==> src/rtl/rxv_pkg.sv <==
package rxv_pkg;
  typedef enum logic [1:0] {
    VT_DROP = 2'd0,
    VT_ARP  = 2'd1,
    VT_ICMP = 2'd2,
    VT_UDP  = 2'd3
  } verdict_t;

  localparam logic [15:0] ETYPE_ARP  = 16'h0806;
  localparam logic [15:0] ETYPE_IPV4 = 16'h0800;
  localparam logic [7:0]  PROTO_ICMP = 8'd1;
  localparam logic [7:0]  PROTO_UDP  = 8'd17;
  localparam int          ETH_HDR    = 14;
  localparam int          FCS_BYTES  = 4;
  localparam int          IP_HDR     = 20;
  localparam int          MIN_ARP    = 46;
  localparam int          MIN_ICMP   = 40;
  localparam int          MIN_UDP    = 44;
endpackage

==> src/rtl/rxv_pos.sv <==
module rxv_pos #(
  parameter int POS_W = 11
) (
  input  logic             clk,
  input  logic             rst_n,
  input  logic             in_valid,
  input  logic             in_last,
  output logic [POS_W-1:0] pos
);
  always_ff @(posedge clk) begin
    if (!rst_n) begin
      pos <= '0;
    end else if (in_valid) begin
      if (in_last) pos <= '0;
      else if (pos != '1) pos <= pos + 1'b1;
    end
  end

  assert_pos_restart_R11: assert property (@(posedge clk) disable iff (!rst_n)
    $past(in_valid && in_last) |-> (pos == '0));
endmodule

==> src/rtl/rxv_csum.sv <==
module rxv_csum #(
  parameter int POS_W = 11
) (
  input  logic             clk,
  input  logic             rst_n,
  input  logic             in_valid,
  input  logic             in_last,
  input  logic [POS_W-1:0] pos,
  input  logic [7:0]       in_data,
  output logic             csum_good
);
  import rxv_pkg::*;
  localparam int ACC_W = 20;

  logic [ACC_W-1:0] acc;
  logic [16:0]      fold1;
  logic [15:0]      fold2;
  int               p;

  always_comb p = int'(pos);

  always_ff @(posedge clk) begin
    if (!rst_n) begin
      acc <= '0;
    end else if (in_valid) begin
      if (in_last) acc <= '0;
      else if (p >= ETH_HDR && p < ETH_HDR + IP_HDR) begin
        if (pos[0]) acc <= acc + {12'd0, in_data};
        else        acc <= acc + {4'd0, in_data, 8'd0};
      end
    end
  end

  always_comb begin
    fold1     = {1'b0, acc[15:0]} + {13'd0, acc[ACC_W-1:16]};
    fold2     = fold1[15:0] + {15'd0, fold1[16]};
    csum_good = (fold2 == 16'hFFFF);
  end
endmodule

==> src/rtl/rxv_fields.sv <==
module rxv_fields #(
  parameter int POS_W = 11
) (
  input  logic             clk,
  input  logic             rst_n,
  input  logic             in_valid,
  input  logic             in_last,
  input  logic [POS_W-1:0] pos,
  input  logic [7:0]       in_data,
  input  logic [47:0]      cfg_mac,
  input  logic [31:0]      cfg_ip,
  output logic             mac_bad,
  output logic             src_bad,
  output logic             arp_bad,
  output logic             ip_bad,
  output logic             icmp_bad,
  output logic             udp_bad,
  output logic [15:0]      etype,
  output logic [7:0]       proto,
  output logic [15:0]      ip_len,
  output logic [15:0]      udp_len
);
  int p;
  always_comb p = int'(pos);

  function automatic logic [7:0] mac_byte(logic [47:0] m, int k);
    return m[8*(5-k) +: 8];
  endfunction

  function automatic logic [7:0] ip_byte(logic [31:0] a, int k);
    return a[8*(3-k) +: 8];
  endfunction

  always_ff @(posedge clk) begin
    if (!rst_n || (in_valid && in_last)) begin
      mac_bad <= 1'b0; src_bad <= 1'b0; arp_bad <= 1'b0; ip_bad <= 1'b0;
      icmp_bad <= 1'b0; udp_bad <= 1'b0;
      etype <= '0; proto <= '0; ip_len <= '0; udp_len <= '0;
    end else if (in_valid) begin
      if (p < 6 && in_data != mac_byte(cfg_mac, p)) mac_bad <= 1'b1;
      if (p >= 30 && p < 34 && in_data != ip_byte(cfg_ip, p - 30)) ip_bad <= 1'b1;
      if (p >= 38 && p < 42 && in_data != ip_byte(cfg_ip, p - 38)) arp_bad <= 1'b1;
      case (p)
        6:  if (in_data[0]) src_bad <= 1'b1;
        12: etype[15:8] <= in_data;
        13: etype[7:0]  <= in_data;
        14: begin
          if (in_data != 8'h00) arp_bad <= 1'b1;
          if (in_data != 8'h45) ip_bad  <= 1'b1;
        end
        15: if (in_data != 8'h01) arp_bad <= 1'b1;
        16: begin
          if (in_data != 8'h08) arp_bad <= 1'b1;
          ip_len[15:8] <= in_data;
        end
        17: begin
          if (in_data != 8'h00) arp_bad <= 1'b1;
          ip_len[7:0] <= in_data;
        end
        18: if (in_data != 8'h06) arp_bad <= 1'b1;
        19: if (in_data != 8'h04) arp_bad <= 1'b1;
        20: begin
          if (in_data != 8'h00) arp_bad <= 1'b1;
          if (in_data[5] || in_data[4:0] != 5'd0) ip_bad <= 1'b1;
        end
        21: begin
          if (in_data != 8'h01) arp_bad <= 1'b1;
          if (in_data != 8'h00) ip_bad  <= 1'b1;
        end
        22: if (in_data == 8'h00) ip_bad <= 1'b1;
        23: proto <= in_data;
        34: begin
          if (in_data != 8'h08) icmp_bad <= 1'b1;
          if (in_data < 8'h04)  udp_bad  <= 1'b1;
        end
        35: if (in_data != 8'h00) icmp_bad <= 1'b1;
        38: udp_len[15:8] <= in_data;
        39: udp_len[7:0]  <= in_data;
        default: ;
      endcase
    end
  end

  assert_group_src_R3: assert property (@(posedge clk) disable iff (!rst_n)
    (in_valid && !in_last && pos == 6 && in_data[0]) |=> src_bad);
endmodule

==> src/rtl/rx_hdr_validator.sv <==
module rx_hdr_validator #(
  parameter int MAX_FRAME = 1536
) (
  input  logic        clk,
  input  logic        rst_n,
  input  logic [47:0] cfg_mac,
  input  logic [31:0] cfg_ip,
  input  logic        in_valid,
  input  logic [7:0]  in_data,
  input  logic        in_last,
  input  logic        in_crc_ok,
  output logic        verdict_valid,
  output logic [1:0]  verdict_type
);
  import rxv_pkg::*;
  localparam int POS_W = $clog2(MAX_FRAME + 1);

  logic [POS_W-1:0] pos;
  logic             csum_good;
  logic             mac_bad, src_bad, arp_bad, ip_bad, icmp_bad, udp_bad;
  logic [15:0]      etype, ip_len, udp_len;
  logic [7:0]       proto;
  logic             base_ok, ip_ok;
  int               n_i, ipl, udl;
  verdict_t         vt_next, vt_q;

  rxv_pos #(.POS_W(POS_W)) pos_i (
    .clk(clk), .rst_n(rst_n), .in_valid(in_valid), .in_last(in_last), .pos(pos));

  rxv_csum #(.POS_W(POS_W)) csum_i (
    .clk(clk), .rst_n(rst_n), .in_valid(in_valid), .in_last(in_last),
    .pos(pos), .in_data(in_data), .csum_good(csum_good));

  rxv_fields #(.POS_W(POS_W)) fields_i (
    .clk(clk), .rst_n(rst_n), .in_valid(in_valid), .in_last(in_last),
    .pos(pos), .in_data(in_data), .cfg_mac(cfg_mac), .cfg_ip(cfg_ip),
    .mac_bad(mac_bad), .src_bad(src_bad), .arp_bad(arp_bad), .ip_bad(ip_bad),
    .icmp_bad(icmp_bad), .udp_bad(udp_bad), .etype(etype), .proto(proto),
    .ip_len(ip_len), .udp_len(udp_len));

  always_comb begin
    n_i     = int'(pos) + 1;
    ipl     = int'(ip_len);
    udl     = int'(udp_len);
    base_ok = in_crc_ok && !src_bad && (n_i <= MAX_FRAME);
    ip_ok   = base_ok && !mac_bad && (etype == ETYPE_IPV4) && !ip_bad &&
              csum_good && (ipl + ETH_HDR + FCS_BYTES <= n_i);
    vt_next = VT_DROP;
    if (base_ok && etype == ETYPE_ARP && !arp_bad && n_i >= MIN_ARP)
      vt_next = VT_ARP;
    else if (ip_ok && proto == PROTO_ICMP && !icmp_bad && n_i >= MIN_ICMP)
      vt_next = VT_ICMP;
    else if (ip_ok && proto == PROTO_UDP && !udp_bad && n_i >= MIN_UDP &&
             udl + IP_HDR <= ipl)
      vt_next = VT_UDP;
  end

  always_ff @(posedge clk) begin
    if (!rst_n) begin
      verdict_valid <= 1'b0;
      vt_q          <= VT_DROP;
    end else begin
      verdict_valid <= in_valid && in_last;
      vt_q          <= (in_valid && in_last) ? vt_next : VT_DROP;
    end
  end

  assign verdict_type = vt_q;

  assert_strobe_origin_R1: assert property (@(posedge clk) disable iff (!rst_n)
    !$past(in_valid && in_last) |-> !verdict_valid);

  assert_crc_gate_R2: assert property (@(posedge clk) disable iff (!rst_n)
    (verdict_valid && verdict_type != VT_DROP) |-> $past(in_crc_ok));

  assert_len_gate_R4: assert property (@(posedge clk) disable iff (!rst_n)
    (verdict_valid && verdict_type != VT_DROP) |-> (int'($past(pos)) < MAX_FRAME));

  assert_csum_gate_R7: assert property (@(posedge clk) disable iff (!rst_n)
    (verdict_valid && (verdict_type == VT_ICMP || verdict_type == VT_UDP))
      |-> $past(csum_good));
endmodule

==> config.mk <==
export PLATFORM = sky130hd
export DESIGN_NAME = rx_hdr_validator
export DESIGN_NICKNAME = d
export VERILOG_FILES = /design/src/rtl/rxv_pkg.sv /design/src/rtl/rxv_pos.sv /design/src/rtl/rxv_csum.sv /design/src/rtl/rxv_fields.sv /design/src/rtl/rx_hdr_validator.sv
export SDC_FILE = /design/constraint.sdc
export NUM_CORES = 1
export LEC_CHECK = 0
export BUFFER_PORTS_ARGS = -buffer_cell sky130_fd_sc_hd__clkbuf_2
export CAP_MARGIN = 20
export CORE_ASPECT_RATIO = 1.4
export CORE_MARGIN = 2
export CORE_UTILIZATION = 50
export CTS_CLUSTER_SIZE = 20
export DETAILED_ROUTE_END_ITERATION = 10
export PLACE_DENSITY = 0.72
export SYNTH_ARGS = -nofsm -noshare
export SYNTH_HDL_FRONTEND = slang
export SYNTH_SLANG_ARGS = --single-unit
==> constraint.sdc <==
create_clock -name clk -period 3.35 [get_ports clk]
set_clock_uncertainty 0.2 [all_clocks]
set_input_delay 0.67 -clock clk [delete_from_list [all_inputs] [get_ports clk]]
set_output_delay 0.67 -clock clk [all_outputs]
set_load 0.02 [all_outputs]
Yosys cells after proc, flatten, opt, wreduce, memory -nomap -nowiden:

Cells that the tools add are included.

* flip-flop bits (word level): 96
* output and inout port bits: 3
* logic and storage cells: 163

* add/sub/neg operators: 14
* magnitude comparators: 13
* eq/ne operators: 33
* shift-type cells: 3
* muxes and demuxes: 24
* bitwise logic cells: 2
* reductions and logical operators: 56

Operators with widths (number)
* 11-bit by 5-bit equality test with 1-bit output (second input constant): 8
* 32-bit by 32-bit variable part select with 8-bit output: 2
* 20-bit two-way mux: 3
* 3-bit by 29-bit subtractor with 29-bit output (first input constant): 2
* 48-bit by 32-bit variable part select with 8-bit output: 1
* 11-bit by 4-bit equality test with 1-bit output (second input constant): 4
* 11-bit by 6-bit equality test with 1-bit output (second input constant): 4
* 12-bit by 6-bit greater-or-equal comparator with 1-bit output (second input constant): 3
* 16-bit by 12-bit equality test with 1-bit output (second input constant): 2
* 1-bit logical AND: 24
* 8-bit != test: 3
* 11-bit by 6-bit less-than comparator with 1-bit output (second input constant): 2
* 11-bit two-way mux: 2
* 2-bit AND reduction: 11
* 20-bit by 16-bit adder with 20-bit output: 1
* 20-bit by 8-bit adder with 20-bit output: 1
* 17-bit by 3-bit adder with 18-bit output (second input constant): 1
* 18-bit by 12-bit <= comparator with 1-bit output: 1
* 16-bit by 4-bit adder with 17-bit output: 1
* 16-bit by 4-bit adder with 17-bit output (second input constant): 1
* 16-bit by 5-bit adder with 17-bit output (second input constant): 1
* 17-bit by 16-bit <= comparator with 1-bit output: 1
* 16-bit by 1-bit adder with 16-bit output: 1
* 16-bit equality test (second input constant): 1
* other kinds (36): 64

Logic depth before layout (Yosys ltp):

* depth after elaboration: 15
* depth in mapped cells: 16

Modules after synthesis:

From an unflattened synthesis, not the netlist that was laid out.

* cell total of the unflattened synthesis: 1081
* area total of the unflattened synthesis: 8664.6 µm²

Modules (own cells, without submodules)
* rxv_fields: instances 1, cells an instance 460, area each 3946.3 µm², seq. area each 1241.2 µm²
* rxv_csum: instances 1, cells an instance 294, area each 2290.9 µm², seq. area each 400.4 µm²
* rx_hdr_validator: instances 1, cells an instance 256, area each 1818.0 µm², seq. area each 60.1 µm²
* rxv_pos: instances 1, cells an instance 71, area each 609.3 µm², seq. area each 220.2 µm²

Worst setup path after synthesis:

Ideal clock, no wire load.

* kind: register to register
* start point: register pos_i.pos[0]
* end point: register vt_q[0] (netlist: verdict_type[0])
* library setup time: 0.084 ns
* arrival: 3.340 ns
* required time: 3.066 ns
* setup slack: -0.274 ns
* stages on the path, launching flop included: 16
* path buffers: 5
* cells stage by stage: dfxtp_1 -> buf_6 -> buf_6 -> buf_6 -> clkbuf_1 -> clkbuf_1 -> inv_1 -> ha_1 -> inv_1 -> ha_1 -> nand4_1 -> or3_1 -> o21ai_0 -> o2111ai_1 -> a211o_1 -> o31ai_2

* word-level cells in the longest chain between the ends: 15
* elaborated cells between the ends (all ways): 25
* classes of those cells: add/sub (1); order compare (5); mux (3); reduce/logical (16)

Ends and longest elaborated chain
* start: declaration: line rxv_pos.sv:8 `output logic [POS_W-1:0] pos`
* start signal: assignment: line rxv_pos.sv:15 `else if (pos != '1) pos <= pos + 1'b1;`
* 11-bit by 1-bit adder with 12-bit output *: line rx_hdr_validator.sv:42 `n_i = int'(pos) + 1;`
* 12-bit by 11-bit <= comparator with 1-bit output: line rx_hdr_validator.sv:45 `base_ok = in_crc_ok && !src_bad && (n_i <= MAX_FRAME);`
* 1-bit logical AND: line rx_hdr_validator.sv:45
* 1-bit logical AND (4 in series): line rx_hdr_validator.sv:46 `ip_ok = base_ok && !mac_bad && (etype == ETYPE_IPV4) && !ip_bad &&`
* 1-bit logical AND: line rx_hdr_validator.sv:47 `csum_good && (ipl + ETH_HDR + FCS_BYTES <= n_i);`
* 1-bit logical AND (4 in series): line rx_hdr_validator.sv:53 `else if (ip_ok && proto == PROTO_UDP && !udp_bad && n_i >= MIN_UDP &&`
* 2-bit two-way mux: line rx_hdr_validator.sv:53
* 2-bit two-way mux: line rx_hdr_validator.sv:51 `else if (ip_ok && proto == PROTO_ICMP && !icmp_bad && n_i >= MIN_ICMP)`
* 1-bit two-way mux *: line rx_hdr_validator.sv:49 `if (base_ok && etype == ETYPE_ARP && !arp_bad && n_i >= MIN_ARP)`
* end signal: assignment: line rx_hdr_validator.sv:64 `vt_q <= (in_valid && in_last) ? vt_next : VT_DROP;`
* end: declaration: line rx_hdr_validator.sv:25 `verdict_t vt_next, vt_q;`

Mark *: on every way between the ends. The rest lies on a longest branch, timed or not.
A chain may end at the register's enable or synchronous reset.

Final worst setup path:

* start point: register fields_i.ip_len[1]
* end point: register vt_q[0] (netlist: verdict_type[0])

* word-level cells in the longest chain between the ends: 11
* elaborated cells between the ends (all ways): 15
* classes of those cells: add/sub (2); order compare (2); mux (3); reduce/logical (8)

Ends and longest elaborated chain
* start: declaration: line rxv_fields.sv:20 `output logic [15:0] ip_len,`
* start signal: assignment: line rxv_fields.sv:58 `ip_len[7:0] <= in_data;`
* 16-bit by 4-bit adder with 17-bit output: line rx_hdr_validator.sv:47
* 17-bit by 3-bit adder with 18-bit output: line rx_hdr_validator.sv:47
* 18-bit by 12-bit <= comparator with 1-bit output: line rx_hdr_validator.sv:47
* 1-bit logical AND: line rx_hdr_validator.sv:47
* 1-bit logical AND (4 in series): line rx_hdr_validator.sv:53
* 2-bit two-way mux: line rx_hdr_validator.sv:53
* 2-bit two-way mux *: line rx_hdr_validator.sv:51
* 1-bit two-way mux *: line rx_hdr_validator.sv:49

Marked as above.

==> impl_metrics.ini <==
[synth]
yosys_warnings = 0
synthCells = 1050
yosys_register_bits = 96
ys_types = 81
yosys.area.top_type = dfxtp_1
synth_ff_type = dfxtp_1
synth_top_area_share = 0.230
async_reset_ff_frac = 0
ys_top_cells_by_area = dfxtp_1 23%, ha_1 9.1%, a21oi_1 5.0%
syn-num-nets = 1207
yosysMostFrequentCell = nor2_1
syn_avg_cell_area_um2 = 7.94
synth_edf_count = 0
syn-cell-area_um2 = 8340
synth_seq_area_share = 0.230
ys_top_cells_by_count = 97 x nor2_1, 96 x dfxtp_1, 95 x nand2_1

[power]
p_int_uw = 1850
seqPwrFrac = 0.443
p_sw_frac = 0.287
p_leak_uw = 0.00382
p_per_area_nw_per_um2 = 268
switchingPower_uw = 743
p_clk_frac = 0.402
pwr-share-comb = 0.155
vdd_drop_max_v = 0.000221

[route]
drt_iter0_drc = 640
drt-total-wl_um = 24700
first_pass_iters = 8
vias_per_cell = 6.11
vias = 8354
postRouteAntennaNets = 0
drc = 2
post_drt_wl_per_cell_um = 18.1

[status]
run_status = finished, violations left
violations = design-rule violations

[clocking]
htreeDepth = 3
hold_buffers = 0
cts_sinks = 96
cts_tree = built
worstSkewPairLatency_ns = 0.36
numCtsBuffers = 9
clock-root-buffer = clkbuf_16
clkTransAtPathRegs_ns = 0.07
max-clock-path-buffers = 2

[timing]
rsz0062_at_grt = yes
fmax_mhz = 305
whs_ns = 0.256
setup_viol = 0
final.setup.tns_ns = 0
tightest_slew_ns = 0.784
final_max_slew_viol_count = 0
final_hold_viol_count = 0
post-route-period-util = 0.979
slew_headroom = 0.474
period_minus_slack_ns = 3.28

[floorplanning]
dieArea_um2 = 17700
core_region_area_um2 = 16200
die_width_um = 113
num_rows = 55
die_h_um = 157
boundaryPins = 96
initial_core_util = 0.514

[finish]
fin_util = 0.596
final_layout_size_suffix_gt1_frac = 0.203
n_antenna_cell = 0
nets = 1321
area_growth_pct = 16.0
fin_cells = 1368

[global_routing]
use_met1 = 0.319
grt.total_usage = 0.281
antenna_found_initial = 0
grt_pass1_vias = 8135
grt_max_degree = 37
use_met2 = 0.510
gr-total-overflow = 0
top_usage_layer = met2
grt_use_met3 = 0.0411
grt_first_pass_wirelength_um = 40000

[placement]
port_buffers = 95
hpwlAfterDp_um = 18900
dp_cells = 1350
gp_congestion = 0.915

[setup_path]
cp.required_ns = 3.43
startpoint_type = register
worst_setup_path_end_kind = register
cp_num_buf_inv = 0
cp_top_family = compound AO/OA/AOI/OAI gates
critPathMaxStageDelay_ns = 0.46
path_common_cell = ha_1
crit_fanout = 5
path_class = register to register
path_cells = ha_1, a21o_1, nand3_1, xnor2_1, ha_1, a211oi_1, nor2_1, a2111oi_0, o21a_1, o2111ai_1, a211o_1, o31ai_2
worstPathArrival_ns = 3.36
crit_slowest_cell = a2111oi_0

[worst_hold_path]
hold_path_class = register to register

[run]
maxCapViolCount = 0
-- cell type report --
| type | count | area (um2) |
|---|---|---|
| inverter | 37 | 139 |
| timing repair buffer | 161 | 971 |
| sequential | 96 | 1930 |
| multi-input combinational | 859 | 6100 |
| clock inverter | 6 | 63.8 |
| clock buffer | 10 | 229 |
| tap | 199 | 249 |
| fill | 1529 | 6560 |
-- layer usage --
layer	vias to the layer above	wire, um
met1	3893	9980
li1	4083	-
met3	93	1140
met5	-	0
met4	0	1230
met2	285	12400
-- flip-flops by register name, indices dropped and copies added (netlist names) --
register / flops
fields_i.udp_len: 16
fields_i.icmp_bad: 1
pos_i.pos: 11
verdict_type: 2
fields_i.ip_bad: 1
fields_i.mac_bad: 1
fields_i.udp_bad: 1
fields_i.arp_bad: 1
fields_i.src_bad: 1
verdict_valid: 1
csum_i.acc: 20
fields_i.proto: 8
fields_i.ip_len: 16
fields_i.etype: 16
-- worst register-to-register path: stages (launching register included) --
cell and delay [ns]:
dfxtp_1 0.38, ha_1 0.21, a21o_1 0.23, nand3_1 0.12, xnor2_1 0.21, ha_1 0.28, a211oi_1 0.26, nor2_1 0.07
a2111oi_0 0.46, o21a_1 0.19, o2111ai_1 0.10, a211o_1 0.27, o31ai_2 0.20
-- timing repair --
action | 4_1_cts | 5_1_grt
pin swaps | 1 | 0
endpoints found under the setup margin | 2 | 3
gates resized for setup | 2 | 9
buffers inserted | 0 | 2
-- layout by cell type, fill, tap and decap left out, types with 6 or more instances in the layout --
cell	netlist	layout
clkbuf_2	0	95
a21oi_1	83	83
nand2_1	95	93
dfxtp_1	96	93
ha_1	61	57
a22oi_1	16	16
nor3_1	24	23
mux2i_1	38	38
mux2_2	9	9
nor3b_1	10	10
mux4_2	16	16
and3_1	10	10
xor2_1	21	21
o22ai_1	7	7
a21o_1	14	14
nand4_1	15	15
a31oi_1	14	14
inv_1	36	35
nand2b_1	13	12
a211oi_1	9	9
nor2b_1	26	26
o21ai_0	53	53
xnor2_1	47	46
o31ai_1	6	6
o21a_1	10	10
nor4_1	9	9
nand3_1	39	38
buf_4	0	66
or3_1	8	8
and2_1	11	11
clkbuf_16	0	9
nor2_1	97	97
-- final timing paths --
path | from | to | slack, ns | depth (start not counted)
max | fields_i.ip_len[1] | verdict_type[0] | 0.07 | 12
max reg2reg | fields_i.ip_len[1] | verdict_type[0] | 0.07 | 12
min reg2reg | fields_i.etype[9] | fields_i.etype[9] | 0.26 | 2
min | fields_i.etype[9] | fields_i.etype[9] | 0.26 | 2
-- kinds of logic after synthesis --
logic type,count (synthesis),synth area share
xor+xnor,68,0.0714
compound gates,267,0.207
fa+ha+maj,64,0.0987
buf+inv,95,0.0465
mux,63,0.101
simple gates,397,0.246
flops,96,0.230
-- power by group through the flow --
stage                     combinational (uW)  clock (uW)  sequential [uW]
final                                    402        1040             1150
after global routing                     435        1100             1150
after CTS                                398        1060             1150
after detailed placement                 396           0             1170
after global placement                   389           0             1170
after floorplan                          255           0             1170
-- metrics by stage --
| step | setup slack [ns] | cell area, um2 | total power, uW |
|---|---|---|---|
| final | 0.0710 | 9680 | 2590 |
| after floorplan | 0.0128 | 8370 | 1430 |
| after global placement | 0.0703 | 9320 | 1560 |
| after CTS | 0.00806 | 9620 | 2600 |
| after global routing | -0.106 | 9680 | 2680 |
| after detailed placement | 0.000840 | 9320 | 1570 |
Power figures use the tool's default switching activity.
